**src/rtl/pcc_pkg.sv**
```systemverilog
package pcc_pkg;
    localparam int DATA_W   = 32;
    localparam int PRES_BIT = 31;
    localparam int GATE_BIT = 30;
    localparam int REL_BIT  = 28;
    localparam int SEL_LSB  = 24;
    localparam int DIV_LSB  = 0;

    typedef enum logic [1:0] {
        RS_HOLD = 2'd0,
        RS_SYNC = 2'd1,
        RS_RUN  = 2'd2
    } rst_state_t;
endpackage

```
**src/rtl/pcc_regs.sv**
```systemverilog
module pcc_regs
    import pcc_pkg::*;
#(
    parameter int SEL_W = 3,
    parameter int DIV_W = 3,
    parameter int MUL_W = 1
) (
    input  logic              clk,
    input  logic              rst_n,
    input  logic              wr_en,
    input  logic [DATA_W-1:0] wr_data,
    output logic              gate,
    output logic              rel,
    output logic [SEL_W-1:0]  sel,
    output logic [DIV_W-1:0]  div,
    output logic [MUL_W-1:0]  mul,
    output logic [DATA_W-1:0] rd_data
);
    localparam int MUL_LSB = DIV_LSB + DIV_W;

    always_ff @(posedge clk or negedge rst_n) begin
        if (!rst_n) begin
            gate <= 1'b0;
            rel  <= 1'b0;
            sel  <= '0;
            div  <= '0;
            mul  <= '0;
        end else if (wr_en) begin
            gate <= wr_data[GATE_BIT];
            rel  <= wr_data[REL_BIT];
            if (!gate) begin
                sel <= wr_data[SEL_LSB +: SEL_W];
                div <= wr_data[DIV_LSB +: DIV_W];
                mul <= wr_data[MUL_LSB +: MUL_W];
            end
        end
    end

    always_comb begin
        rd_data                      = '0;
        rd_data[PRES_BIT]            = 1'b1;
        rd_data[GATE_BIT]            = gate;
        rd_data[REL_BIT]             = rel;
        rd_data[SEL_LSB +: SEL_W]    = sel;
        rd_data[DIV_LSB +: DIV_W]    = div;
        rd_data[MUL_LSB +: MUL_W]    = mul;
    end

    // fields frozen while the stored gate is on
    a_r7_fields_locked: assert property (@(posedge clk) disable iff (!rst_n)
        gate |=> $stable({sel, div, mul}));

    // an unlocked write takes the new select value
    a_r7_unlocked_write: assert property (@(posedge clk) disable iff (!rst_n)
        (wr_en && !gate) |=> sel == $past(wr_data[SEL_LSB +: SEL_W]));
endmodule

```
**src/rtl/pcc_frac_div.sv**
```systemverilog
module pcc_frac_div #(
    parameter int DIV_W = 3,
    parameter int MUL_W = 1
) (
    input  logic             clk,
    input  logic             rst_n,
    input  logic             run,
    input  logic             stb_in,
    input  logic [DIV_W-1:0] div,
    input  logic [MUL_W-1:0] mul,
    output logic             stb_out
);
    localparam int ACC_W = ((DIV_W > MUL_W) ? DIV_W : MUL_W) + 2;

    logic [ACC_W-1:0] acc;
    logic [ACC_W-1:0] sum;
    logic [ACC_W-1:0] lim;
    logic [ACC_W-1:0] rem;
    logic             hit;

    always_comb begin
        sum = acc + ACC_W'(mul) + ACC_W'(1);
        lim = ACC_W'(div) + ACC_W'(1);
        hit = (sum >= lim);
        rem = sum - lim;
        if (rem > ACC_W'(div)) rem = ACC_W'(div);
    end

    always_ff @(posedge clk or negedge rst_n) begin
        if (!rst_n) begin
            acc     <= '0;
            stb_out <= 1'b0;
        end else if (!run) begin
            acc     <= '0;
            stb_out <= 1'b0;
        end else begin
            stb_out <= stb_in && hit;
            if (stb_in) acc <= hit ? rem : sum;
        end
    end

    // accumulator stays below N+1 while running
    a_r6_acc_bound: assert property (@(posedge clk) disable iff (!rst_n)
        acc <= ACC_W'(div));

    // at most one output strobe per accepted input strobe
    a_r6_one_per_strobe: assert property (@(posedge clk) disable iff (!rst_n)
        stb_out |-> $past(run && stb_in));

    // accumulator empty after an idle cycle
    a_r10_idle_clear: assert property (@(posedge clk) disable iff (!rst_n)
        !run |=> acc == '0);
endmodule

```
**src/rtl/pcc_rst_seq.sv**
```systemverilog
module pcc_rst_seq
    import pcc_pkg::*;
(
    input  logic clk,
    input  logic rst_n,
    input  logic rel,
    output logic periph_rst
);
    rst_state_t state, state_nx;

    always_ff @(posedge clk or negedge rst_n) begin
        if (!rst_n) state <= RS_HOLD;
        else        state <= state_nx;
    end

    always_comb begin
        state_nx = state;
        unique case (state)
            RS_HOLD: if (rel) state_nx = RS_SYNC;
            RS_SYNC: state_nx = rel ? RS_RUN : RS_HOLD;
            RS_RUN:  if (!rel) state_nx = RS_HOLD;
            default: state_nx = RS_HOLD;
        endcase
    end

    always_comb begin
        periph_rst = 1'b1;
        unique case (state)
            RS_HOLD: periph_rst = 1'b1;
            RS_SYNC: periph_rst = 1'b1;
            RS_RUN:  periph_rst = !rel;
            default: periph_rst = 1'b1;
        endcase
    end

    // release only after two cycles of the release bit
    a_r8_two_cycle_release: assert property (@(posedge clk) disable iff (!rst_n)
        $fell(periph_rst) |-> (rel && $past(rel) && $past(rel, 2)));

    // clearing the release bit asserts reset at once
    a_r9_immediate_hold: assert property (@(posedge clk) disable iff (!rst_n)
        !rel |-> periph_rst);
endmodule

```
**src/rtl/periph_clk_slice.sv**
```systemverilog
module periph_clk_slice
    import pcc_pkg::*;
#(
    parameter int SEL_W = 3,
    parameter int DIV_W = 3,
    parameter int MUL_W = 1,
    localparam int NSRC = 1 << SEL_W
) (
    input  logic              clk,
    input  logic              rst_n,
    input  logic              wr_en,
    input  logic [DATA_W-1:0] wr_data,
    output logic [DATA_W-1:0] rd_data,
    input  logic [NSRC-1:0]   src_stb,
    output logic              periph_en,
    output logic              periph_rst
);
    logic             gate;
    logic             rel;
    logic [SEL_W-1:0] sel;
    logic [DIV_W-1:0] div;
    logic [MUL_W-1:0] mul;
    logic             chosen;
    logic             div_stb;

    pcc_regs #(.SEL_W(SEL_W), .DIV_W(DIV_W), .MUL_W(MUL_W)) u_regs (
        .clk(clk), .rst_n(rst_n), .wr_en(wr_en), .wr_data(wr_data),
        .gate(gate), .rel(rel), .sel(sel), .div(div), .mul(mul),
        .rd_data(rd_data)
    );

    assign chosen = src_stb[sel];

    pcc_frac_div #(.DIV_W(DIV_W), .MUL_W(MUL_W)) u_div (
        .clk(clk), .rst_n(rst_n), .run(gate), .stb_in(chosen),
        .div(div), .mul(mul), .stb_out(div_stb)
    );

    pcc_rst_seq u_rst (
        .clk(clk), .rst_n(rst_n), .rel(rel), .periph_rst(periph_rst)
    );

    assign periph_en = div_stb && gate;

    // no peripheral enable with the gate off
    a_r3_gate_blocks: assert property (@(posedge clk) disable iff (!rst_n)
        !gate |-> !periph_en);

    // enable pulse traces back to the selected source
    a_r4_selected_source: assert property (@(posedge clk) disable iff (!rst_n)
        periph_en |-> $past(src_stb[sel]));

    // present flag always reads as one
    a_r2_present: assert property (@(posedge clk) disable iff (!rst_n)
        rd_data[PRES_BIT]);
endmodule

```
**config.mk**
```make
export PLATFORM = sky130hd
export DESIGN_NAME = periph_clk_slice
export DESIGN_NICKNAME = d
export VERILOG_FILES = /design/src/rtl/pcc_pkg.sv /design/src/rtl/pcc_regs.sv /design/src/rtl/pcc_frac_div.sv /design/src/rtl/pcc_rst_seq.sv /design/src/rtl/periph_clk_slice.sv
export SDC_FILE = /design/constraint.sdc
export NUM_CORES = 1
export LEC_CHECK = 0
export ABC_AREA = 1
export BUFFER_PORTS_ARGS = -buffer_cell sky130_fd_sc_hd__buf_2
export CAP_MARGIN = 20
export CELL_PAD_IN_SITES_DETAIL_PLACEMENT = 1
export CELL_PAD_IN_SITES_GLOBAL_PLACEMENT = 2
export CORE_MARGIN = 2
export CORE_UTILIZATION = 22
export CTS_CLUSTER_DIAMETER = 60
export DETAILED_ROUTE_END_ITERATION = 10
export PLACE_DENSITY_LB_ADDON = 0.1
export SYNTH_ARGS = -nofsm -noshare
export SYNTH_HDL_FRONTEND = slang
export SYNTH_SLANG_ARGS = --single-unit
```
**constraint.sdc**
```tcl
create_clock -name clk -period 2.91 [get_ports clk]
set_input_delay 0.4365 -clock clk [delete_from_list [all_inputs] [get_ports clk]]
set_output_delay 0.4365 -clock clk [all_outputs]
set_load 0.02 [all_outputs]
```
==> results.json <==
{
  "drv_slew": 0,
  "ys_seq_area_frac": 0.3014,
  "die_y_microns": 84.10,
  "power.density_mw_per_mm2": 871.3,
  "min_path_type": "in2async",
  "io_pins": 77,
  "postPlaceCellArea_sq_mm": 0.001551,
  "wire_per_inst_microns": 10.92,
  "path_clk_slew_ns": 0.06,
  "synth_area_per_cell_sq_um": 7.164,
  "ys_ff_latch": 17,
  "initial_utilization": 0.2248,
  "fin_area_sq_mm": 0.001639,
  "synth_edf_count": 0,
  "reg2reg_to": "u_div.acc[2]$_DFFE_PN0P_",
  "status": "completed",
  "fin_worst_skew_ns": 0.0009111,
  "die_w_microns": 84.10,
  "cts_buffers": 3,
  "max_freq_mhz": 373.7,
  "route.vias.total": 1198,
  "rsz0062_at_grt": "false",
  "stdcell_count": 305,
  "ff2ff_path_depth": 18,
  "fin_nets": 283,
  "syn_inst": 197,
  "worst-path-max-fanout": 4,
  "initialDrtViolationCount": 29,
  "irDropWorstVdd_mv": 0.3819,
  "post-place-cells": 300,
  "finalHoldViolations": 0,
  "critPathKind": "reg2reg",
  "grt_pass1_vias": 1258,
  "tns_ns": 0,
  "htreeDepth": 1,
  "antenna_found_initial": 0,
  "antenna_cells": 0,
  "cts_tree": "done",
  "root_buffer": "clkbuf_8",
  "end_kind": "flop",
  "grt_pass1_wl_mm": 5.816,
  "fin_crit_ns": 2.676,
  "setup_ws_ns": 0.2341,
  "vias_per_cell": 3.928,
  "rows": 29,
  "ys_warn_count": 0,
  "worstSkewPairLatency_ns": 0.24,
  "portBuffers": 30,
  "drive_above_1_share": 0.2237,
  "grt_start_max_net_pins": 18,
  "drt-total-wl_mm": 3.331,
  "drc": 0,
  "cpPeakStageDelay_ns": 0.42,
  "r2r_setup_slack_ns": 0.23,
  "cts_max_path_buffers": 2,
  "crit_chain": "inv_1 > ha_1 > inv_1 > ha_4 > inv_1 > fa_2 > xnor2_2 > ha_1 > nand3_1 > nand3_1 > nand2_1 > nand2_1 > inv_2 > nand2_2 > nand2_1 > nand3_1 > nand2_1 > nand2_1",
  "synth_flop_cell": "dfrtp_1",
  "finalSetupViolCount": 0,
  "gp_congestion": 0.6999,
  "path_delay_family": "adder cells",
  "cp-start-kind": "flop",
  "grt.overflow.total": 0,
  "netlist_area_sq_mm": 0.001411,
  "cellLeakagePower_nw": 0.9403,
  "cp.depth": 18,
  "core_area_sq_mm": 0.006277,
  "post-place-ws_ns": 0.02012,
  "area_delta_synth_final_pct": 16.13,
  "fin_crit_sh": 0.9195,
  "async_flop_share": 1.000,
  "fin_total_pwr_mw": 1.428,
  "ant_nets": 0,
  "critPathArrivalTime_ns": 2.82,
  "critPathMostFrequentCell": "nand2_1",
  "cp_num_buf_inv": 4,
  "drv_cap": 0,
  "track_usage": 0.09928,
  "worstReg2RegStart": "u_regs.mul$_DFFE_PN0P_",
  "hold_buffers": 0,
  "clock-sinks": 17,
  "die_area_sq_mm": 0.007072,
  "dpl.hpwl_mm": 2.840,
  "crit_slowest_cell": "fa_2",
  "cp.required_ns": 3.05,
  "firstDrtPassIters": 2,
  "ys_types": 21
}
-- placed cells by master (no fill, tap or decap), types with 2 or more instances in the layout --
cell      count
nand2_1      39
clkbuf_8      3
nand2_2       5
o21ai_0       2
buf_2        30
inv_1        34
xor2_1        2
inv_2         2
dfrtp_1      17
a21oi_1      12
nor2_2        2
ha_1          8
ha_4          2
buf_4         3
conb_1       23
nor2_1       13
nand3_1      20
nand4_1       3
nand3b_1      2
-- routing by layer --
layer  GRT usage  vias up  part of all wire
met3     0.01484        0             0.051
met2      0.1703       36              0.48
met4     0.02199        0                 0
met5           0        -                 0
li1            -      618                 -
met1      0.1312      544              0.46
-- worst register-to-register path: stages, from the launching register on --
cell and delay [ns]:
dfrtp_1 0.37, inv_1 0.08, ha_1 0.14, inv_1 0.08, ha_4 0.28, inv_1 0.07
fa_2 0.42, xnor2_2 0.16, ha_1 0.31, nand3_1 0.09, nand3_1 0.07, nand2_1 0.06
nand2_1 0.06, inv_2 0.08, nand2_2 0.07, nand2_1 0.06, nand3_1 0.07, nand2_1 0.07
nand2_1 0.05
-- Yosys cell counts (3+ instances only) --
cell type  instances  area share
nand2_1           39        0.10
inv_1             34       0.090
buf_4             26        0.14
nand3_1           20       0.071
dfrtp_1           17        0.30
nor2_1            13       0.035
a21oi_1           12       0.043
ha_1              10       0.089
nand2_2            5       0.022
nand4_1            3       0.013
-- power by group --
part	internal, mW	switching [mW]	total, mW
logic	0.368	0.569	0.936
registers	0.277	0.0435	0.320
clock network	0.0969	0.0745	0.171
total	0.741	0.687	1.43
-- sequential cells by signal, summed over array words and instances (netlist names) --
| signal | count |
|---|---|
| u_regs.gate | 1 |
| u_div.stb_out | 1 |
| u_regs.rel | 1 |
| u_regs.div | 3 |
| u_rst.state | 2 |
| u_regs.mul | 1 |
| u_regs.sel | 3 |
| u_div.acc | 5 |
-- cell type report --
class | instances | area, sq um
Sequential cell | 17 | 425.4
Timing Repair Buffer | 33 | 172.7
Fill cell | 815 | 4638
Inverter | 36 | 135.1
Multi-Input combinational cell | 138 | 764.5
Tap cell | 77 | 96.34
Clock buffer | 4 | 45.04
-- cells by family (layout without fill, tap and decap cells) --
kind of cell	Yosys count	in the layout	share of synthesized area
buf+inv	63	73	0.2376
flops	17	17	0.3014
fa+ha+maj	11	11	0.1028
xor+xnor	4	4	0.02483
other cells	2	23	0.005321
simple gates	85	85	0.2722
compound gates	15	15	0.05585
-- per-stage QoR --
stage               hold WS (ns)  utilization
detailed placement        0.3950       0.2472
finish                    0.1173       0.2611
CTS                       0.1212       0.2543
floorplan                 0.1409            -
global route              0.1480       0.2611
global placement          0.3961       0.2472
-- worst max-delay path by stage --
stage                                start                        to
CTS                 u_regs.mul$_DFFE_PN0P_  u_div.acc[2]$_DFFE_PN0P_
global route        u_regs.mul$_DFFE_PN0P_  u_div.acc[2]$_DFFE_PN0P_
global placement    u_regs.mul$_DFFE_PN0P_  u_div.acc[2]$_DFFE_PN0P_
finish              u_regs.mul$_DFFE_PN0P_  u_div.acc[2]$_DFFE_PN0P_
detailed placement  u_regs.mul$_DFFE_PN0P_  u_div.acc[2]$_DFFE_PN0P_
floorplan           u_regs.mul$_DFFE_PN0P_  u_div.acc[2]$_DFFE_PN0P_
-- repair_timing --
| item | CTS | global route |
|---|---|---|
| buffers inserted | 0 | 1 |
| gates resized for setup | 0 | 4 |
| hold endpoints to repair | 0 | 0 |
| endpoints found under the setup margin | 0 | 3 |
No activity file was read; power rests on OpenSTA's default activity.
